===== src/rtl/sdac_rx_pkg.sv =====
package sdac_rx_pkg;
  typedef enum logic [1:0] {
    FR_IDLE  = 2'b00,
    FR_SHIFT = 2'b01,
    FR_DONE  = 2'b10
  } fr_state_e;

  localparam logic [1:0] PM_NORMAL   = 2'b00;
  localparam logic [1:0] PM_RST_MODE = 2'b01;

  localparam int LN_FRM  = 0;
  localparam int LN_BCLK = 1;
  localparam int LN_BDAT = 2;
  localparam int N_LINES = 3;
endpackage


===== src/rtl/sdac_line_sync.sv =====
module sdac_line_sync #(
  parameter int               N       = 3,
  parameter int               STAGES  = 2,
  parameter logic [N-1:0]     RST_VAL = '1
) (
  input  logic         clk,
  input  logic         rst,
  input  logic [N-1:0] raw,
  output logic [N-1:0] lvl,
  output logic [N-1:0] fall
);
  for (genvar g = 0; g < N; g++) begin : g_line
    logic [STAGES-1:0] chain;
    logic              prev;

    always_ff @(posedge clk) begin
      if (rst) begin
        chain <= {STAGES{RST_VAL[g]}};
        prev  <= RST_VAL[g];
      end else begin
        chain <= {chain[STAGES-2:0], raw[g]};
        prev  <= chain[STAGES-1];
      end
    end

    assign lvl[g]  = chain[STAGES-1];
    assign fall[g] = prev & ~chain[STAGES-1];
  end
endmodule


===== src/rtl/sdac_frame_shift.sv =====
module sdac_frame_shift
  import sdac_rx_pkg::*;
#(
  parameter int FRAME_BITS = 16
) (
  input  logic                  clk,
  input  logic                  rst,
  input  logic                  frm_lvl,
  input  logic                  frm_fall,
  input  logic                  bclk_fall,
  input  logic                  bdat_s,
  output logic [FRAME_BITS-1:0] word,
  output logic                  done
);
  localparam int                CNT_W = $clog2(FRAME_BITS);
  localparam logic [CNT_W-1:0]  LAST  = CNT_W'(FRAME_BITS - 1);

  fr_state_e        state;
  logic [CNT_W-1:0] cnt;

  always_ff @(posedge clk) begin
    if (rst) begin
      state <= FR_IDLE;
      cnt   <= '0;
      word  <= '0;
      done  <= 1'b0;
    end else begin
      done <= 1'b0;
      unique case (state)
        FR_IDLE: begin
          if (frm_fall) begin
            state <= FR_SHIFT;
            cnt   <= '0;
          end
        end
        FR_SHIFT: begin
          if (frm_lvl) begin
            state <= FR_IDLE;      // partial frame dropped
            cnt   <= '0;
          end else if (bclk_fall) begin
            word <= {word[FRAME_BITS-2:0], bdat_s};
            if (cnt == LAST) begin
              done  <= 1'b1;
              state <= FR_DONE;
              cnt   <= '0;
            end else begin
              cnt <= cnt + 1'b1;
            end
          end
        end
        FR_DONE: begin
          if (frm_lvl) state <= FR_IDLE;
        end
        default: state <= FR_IDLE;
      endcase
    end
  end

  // the execute flag is only raised as the frame enters its done state
  p_done_state_r4: assert property (@(posedge clk) disable iff (rst)
    done |-> (state == FR_DONE));

  // nothing executes unless the receiver was shifting
  p_no_exec_idle_r6: assert property (@(posedge clk) disable iff (rst)
    (state != FR_SHIFT) |=> !done);
endmodule


===== src/rtl/sdac_rearm_guard.sv =====
module sdac_rearm_guard #(
  parameter int MIN_HIGH_CLKS = 5
) (
  input  logic clk,
  input  logic rst,
  input  logic frm_lvl,
  input  logic frm_fall,
  output logic short_pulse
);
  localparam int             HW   = $clog2(MIN_HIGH_CLKS + 1);
  localparam logic [HW-1:0]  HMAX = HW'(MIN_HIGH_CLKS);

  logic [HW-1:0] high_cnt;

  always_ff @(posedge clk) begin
    if (rst) begin
      high_cnt    <= HMAX;
      short_pulse <= 1'b0;
    end else begin
      if (frm_lvl) begin
        if (high_cnt != HMAX) high_cnt <= high_cnt + 1'b1;
      end else begin
        high_cnt <= '0;
      end
      short_pulse <= frm_fall && (high_cnt < HMAX);
    end
  end

  // a warning only follows a cycle in which the line was already low
  p_warn_after_low_r8: assert property (@(posedge clk) disable iff (rst)
    frm_lvl |=> !short_pulse);

  // the warning lasts one cycle
  p_warn_single_r8: assert property (@(posedge clk) disable iff (rst)
    short_pulse |=> !short_pulse);
endmodule


===== src/rtl/sdac_cmd_rx.sv =====
module sdac_cmd_rx
  import sdac_rx_pkg::*;
#(
  parameter int CODE_W        = 12,
  parameter int FRAME_BITS    = 16,
  parameter int SYNC_STAGES   = 2,
  parameter int MIN_HIGH_CLKS = 5
) (
  input  logic              clk,
  input  logic              rst,
  input  logic              frm_n,
  input  logic              bclk,
  input  logic              bdat,
  output logic [1:0]        pwr_mode,
  output logic [CODE_W-1:0] dac_code,
  output logic              load_stb,
  output logic              rearm_short
);
  localparam int CODE_LSB = FRAME_BITS - 2 - CODE_W;
  localparam int MODE_MSB = FRAME_BITS - 1;

  logic [N_LINES-1:0]    raw_in, lvl, fall;
  logic [FRAME_BITS-1:0] word;
  logic                  frame_done;

  assign raw_in[LN_FRM]  = frm_n;
  assign raw_in[LN_BCLK] = bclk;
  assign raw_in[LN_BDAT] = bdat;

  sdac_line_sync #(
    .N       (N_LINES),
    .STAGES  (SYNC_STAGES),
    .RST_VAL (3'b011)
  ) u_sync (
    .clk  (clk),
    .rst  (rst),
    .raw  (raw_in),
    .lvl  (lvl),
    .fall (fall)
  );

  sdac_frame_shift #(
    .FRAME_BITS (FRAME_BITS)
  ) u_shift (
    .clk       (clk),
    .rst       (rst),
    .frm_lvl   (lvl[LN_FRM]),
    .frm_fall  (fall[LN_FRM]),
    .bclk_fall (fall[LN_BCLK]),
    .bdat_s    (lvl[LN_BDAT]),
    .word      (word),
    .done      (frame_done)
  );

  sdac_rearm_guard #(
    .MIN_HIGH_CLKS (MIN_HIGH_CLKS)
  ) u_rearm (
    .clk         (clk),
    .rst         (rst),
    .frm_lvl     (lvl[LN_FRM]),
    .frm_fall    (fall[LN_FRM]),
    .short_pulse (rearm_short)
  );

  always_ff @(posedge clk) begin
    if (rst) begin
      pwr_mode <= PM_RST_MODE;
      dac_code <= '0;
      load_stb <= 1'b0;
    end else begin
      load_stb <= frame_done;
      if (frame_done) begin
        pwr_mode <= word[MODE_MSB -: 2];
        dac_code <= word[CODE_LSB +: CODE_W];
      end
    end
  end

  // the load strobe is one cycle wide
  p_load_single_r4: assert property (@(posedge clk) disable iff (rst)
    load_stb |=> !load_stb);

  // held settings move only when a frame executes
  p_hold_idle_r7: assert property (@(posedge clk) disable iff (rst)
    !frame_done |=> ($stable(pwr_mode) && $stable(dac_code)));
endmodule


===== config.mk =====
export PLATFORM = sky130hd
export DESIGN_NAME = sdac_cmd_rx
export DESIGN_NICKNAME = d
export VERILOG_FILES = /design/src/rtl/sdac_rx_pkg.sv /design/src/rtl/sdac_line_sync.sv /design/src/rtl/sdac_frame_shift.sv /design/src/rtl/sdac_rearm_guard.sv /design/src/rtl/sdac_cmd_rx.sv
export SDC_FILE = /design/constraint.sdc
export NUM_CORES = 1
export LEC_CHECK = 0
export ABC_AREA = 1
export BUFFER_PORTS_ARGS = -buffer_cell sky130_fd_sc_hd__buf_2
export CORE_MARGIN = 1.5
export CORE_UTILIZATION = 35
export CTS_CLUSTER_DIAMETER = 100
export CTS_CLUSTER_SIZE = 20
export DETAILED_ROUTE_END_ITERATION = 6
export MAX_ROUTING_LAYER = met4
export PLACE_DENSITY = 0.57
export SYNTH_ARGS = -nofsm -noshare
export SYNTH_HDL_FRONTEND = slang
export SYNTH_SLANG_ARGS = --single-unit
export TNS_END_PERCENT = 10

===== constraint.sdc =====
create_clock -name clk -period 1.25 [get_ports clk]
set_input_delay 0.25 -clock clk [delete_from_list [all_inputs] [get_ports clk]]
set_output_delay 0.25 -clock clk [all_outputs]
set_load 0.05 [all_outputs]

==> Flow_metrics.wiki <==
{| class="wikitable"
! Metric !! Value
|-
| Maximum net fanout on the critical path || 2
|-
| Max incr delay on CP || around 0.34 ns
|-
| Adder-cell share of the synthesized area || around 2%
|-
| Worst VDD drop || ~0.00053 V
|-
| Fraction of synthesized cell area in xor and xnor cells || 0.461%
|-
| Setup_tns || 0 ns
|-
| Element type at the critical path end || output pin
|-
| Routability-driven placement congestion ratio || 0.725
|-
| CTS buffer count || 5
|-
| Count of buffers inserted at the top-level ports || 20
|-
| Final Hold Violating Endpoints || 0
|-
| Cell area power density || ~1300 nW/um2
|-
| Clock Path Buffers || 2
|-
| Leakage power || 1.16 nW
|-
| Sequential-to-total area share from yosys stat || 52.7%
|-
| Die outline width || between 70 and 80 um
|-
| Part of the power in combinational logic || 6.8%
|-
| Buffers & Inverters on Critical Path || 1
|-
| Synth unique cells || 26
|-
| Int Power || roughly 2.3 mW
|-
| Type of the tightest min-delay check || in -> reg
|-
| Average cell area after synthesis || 7.85 um2
|-
| Worst Max-Slew Pin Slew || between 0.4 and 0.5 ns
|-
| Worst slew margin || 69.3%
|-
| Starting density of the core || 36.7%
|-
| Antenna diode instance count || 0
|-
| Data arrival time at the worst-slack endpoint || between 0.8 and 0.9 ns
|-
| Remaining number of nets flagged by the antenna check after routing || 0
|-
| Fraction of the mapped netlist area in simple logic gates || approximately 28%
|-
| Via-to-Cell Ratio || 4.51
|-
| Count of flip-flops with a built-in enable after synthesis || 0
|-
| Register Area || roughly 1000 um2
|-
| Max Clock Freq || 874 MHz
|-
| Net Sw Frac || 21.7%
|-
| Total of fill cells in the finished design || roughly 540
|-
| Setup Skew || 0.00442 ns
|-
| Power spent charging and discharging nets || ~0.64 mW
|-
| Number of placed I/O pins || 21
|-
| Post-synth net total || between 200 and 300
|-
| Number of design rule violations left after detail routing || 0
|-
| Cell class contributing the biggest share of worst-path delay || flip-flops
|-
| Final max-slew violation count || 0
|-
| Number of cells produced by synthesis || between 200 and 250
|-
| Overall routed net length || ~3600 um
|-
| Smallest hold slack || 0.133 ns
|-
| NumNets Final || around 280
|-
| Total clock sinks || 50
|-
| Clock network latency to the later pin of the worst-skew pair || ~0.30 ns
|-
| Type of origin of the critical path || flop
|-
| Number of iterations in the first detailed-routing pass || 4
|-
| Antenna violations before repair || 0
|-
| Dominant combinational cell family by area after synthesis || simple AND/OR/NAND/NOR gates
|-
| Status || completed
|-
| Power share of the clock group || a little under two fifths
|-
| Main flop type after synthesis || dfxtp_1
|-
| Area added between synthesis and finish || 18.6%
|-
| Count of synthesis-stage warnings from yosys || 0
|-
| Setup Viol. Count Final || 0
|-
| Core ar. || roughly 5200 um2
|-
| Die Span Y || 76.7 um
|-
| Tcrit/Tclk final || between 90% and 100%
|-
| Die outline area || 5880 um2
|-
| Htree depth || 2
|-
| Root cell of the clock tree || clkbuf_8
|-
| Proportion of register bits with asynchronous set or reset after synthesis || 0%
|-
| CTS clk-pin slew, worst paths || 0.08 ns
|-
| Max-capacitance violation count || 0
|-
| Initial drt markers || 56
|-
| TritonCTS clock tree || yes
|-
| Required time of the critical path || 1.00 ns
|-
| Startpoint-to-endpoint class of the critical path || reg -> out
|-
| Average routed wire per standard cell || roughly 11 um
|-
| Number of cell rows || 26
|-
| Area fraction in compound gates after synthesis || 9.62%
|-
| Cell area after technology mapping || ~1900 um2
|-
| First-pass GRT wire length || 6290 um
|-
| Overall via count from detail_route || ~1500
|-
| Final standard cell utilization of the core || a little over two fifths
|-
| Critical path's slowest cell || dfxtp_1
|-
| Post-synthesis sequential element count || 50
|-
| Total grt overflow || 0
|-
| Footprint of the multi-input gates || slightly below 800 um2
|-
| Largest net degree at the start of global routing || 30
|-
| Layout cells sized above 1 || roughly a fifth
|-
| Portion of total power attributed to sequential cells || 56.2%
|-
| Gr usage total || between 10% and 20%
|-
| Final critical delay including setup and external delays || 1.14 ns
|-
| Multiplexer fraction of the synthesized cell area || 0%
|-
| CP Cell Sequence || buf_2
|-
| HPWL after detailed placement || between 2000 and 2500 um
|-
| Via count of the first global-routing pass || ~1400
|}
[worst paths after layout]
path	from	end	slack, ns	cells after the start
worst max-delay path	dac_code[2]$_SDFFE_PP0P_	dac_code[2]	0.11	1
worst min-delay path	frm_n	u_sync.g_line[0].chain[0]$_SDFF_PP1_	0.13	2
worst max register to register	u_sync.g_line[0].chain[1]$_SDFF_PP1_	u_shift.state[1]$_SDFFE_PP0P_	0.11	6
worst min register to register	u_sync.g_line[2].chain[0]$_SDFF_PP0_	u_sync.g_line[2].chain[1]$_SDFF_PP0_	0.41	2
[through the flow]
stage | cell area [um2] | power (mW) | std cells | setup slack, ns
after floorplan | 1900 | 1.84 | 242 | 0.159
after global placement | 2110 | 1.89 | 331 | 0.0589
after detailed placement | 2110 | 1.90 | 331 | 0.0682
after CTS | 2210 | 2.99 | 339 | 0.0498
after global routing | 2250 | 3.10 | 342 | -0.0131
final | 2250 | 2.96 | 342 | 0.106
[what timing repair did]
action	in CTS	in global routing
endpoints found under the setup margin	0	15
hold buffers	0	0
setup buffers	0	3
resized for setup	0	7
[per-layer routing]
layer	wire length [um]	global-route usage, %
met5	0	-
met4	42	5.56
met3	125	4.05
met2	1650	21.6
met1	1780	16.6
[state kept, by name, indices dropped and copies added (netlist names)]
| register | cells |
|---|---|
| dac_code | 12 |
| u_shift.done | 1 |
| pwr_mode | 2 |
| load_stb | 1 |
| u_shift.word | 16 |
| u_shift.cnt | 4 |
| u_rearm.short_pulse | 1 |
| u_sync.g_line.prev | 2 |
| u_shift.state | 2 |
| u_sync.g_line.chain | 6 |
| u_rearm.high_cnt | 3 |
[area by class of cell]
cell class	count	share of cell area, %
Inverter	20	3.56
Sequential cell	50	44.6
Clock buffer	7	3.39
Timing Repair Buffer	31	8.67
Clock inverter	1	1.33
Tap cell	70	3.89
Multi-Input combinational cell	163	34.6
[cells by family (layout without fill, tap and decap cells)]
kind of cell    after synthesis  after routing
compound gates               36             36
xor+xnor                      1              1
fa+ha+maj                     3              3
buf+inv                      29             59
flops                        50             50
simple gates                123            123
[cells in the mapped netlist, types with 2 or more instances]
library cell	number	area, um2
nand2_1	27	101
or2_2	4	25.0
a21oi_1	3	15.0
buf_2	3	15.0
inv_2	2	7.51
nor2_1	74	278
o21ai_1	4	20.0
nand4_1	2	12.5
ha_1	3	37.5
clkbuf_1	4	15.0
inv_1	17	63.8
buf_6	2	22.5
o21ai_0	28	140
nand3_1	8	40.0
dfxtp_1	50	1000
[cells in the final DEF, fill, tap and decap left out]
cell type	instances
o21ai_0	28
dfxtp_1	47
nor2_2	1
nor3_1	1
nand2_2	3
dfxtp_2	3
clkbuf_8	5
xor2_1	1
bufinv_16	1
inv_1	17
or2_2	4
buf_2	20
inv_4	2
buf_12	1
clkbuf_1	2
nand4_1	2
a211oi_1	1
buf_4	10
o21ai_1	4
nand3_4	1
nand2_1	25
inv_2	1
nor2_1	74
nand3_2	2
nor3_2	1
nor3b_1	1
a21oi_1	3
nor2_8	1
ha_1	3
nand3_1	7
[power groups by stage]
| stage | Combinational [mW] | Sequential (mW) | Clock, mW |
|---|---|---|---|
| after floorplan | 0.145 | 1.70 | 0 |
| after global placement | 0.197 | 1.70 | 0 |
| after detailed placement | 0.199 | 1.70 | 0 |
| after CTS | 0.201 | 1.66 | 1.13 |
| after global routing | 0.237 | 1.67 | 1.19 |
| final | 0.201 | 1.66 | 1.09 |
Note: power is estimated with default switching activity, not from simulation.
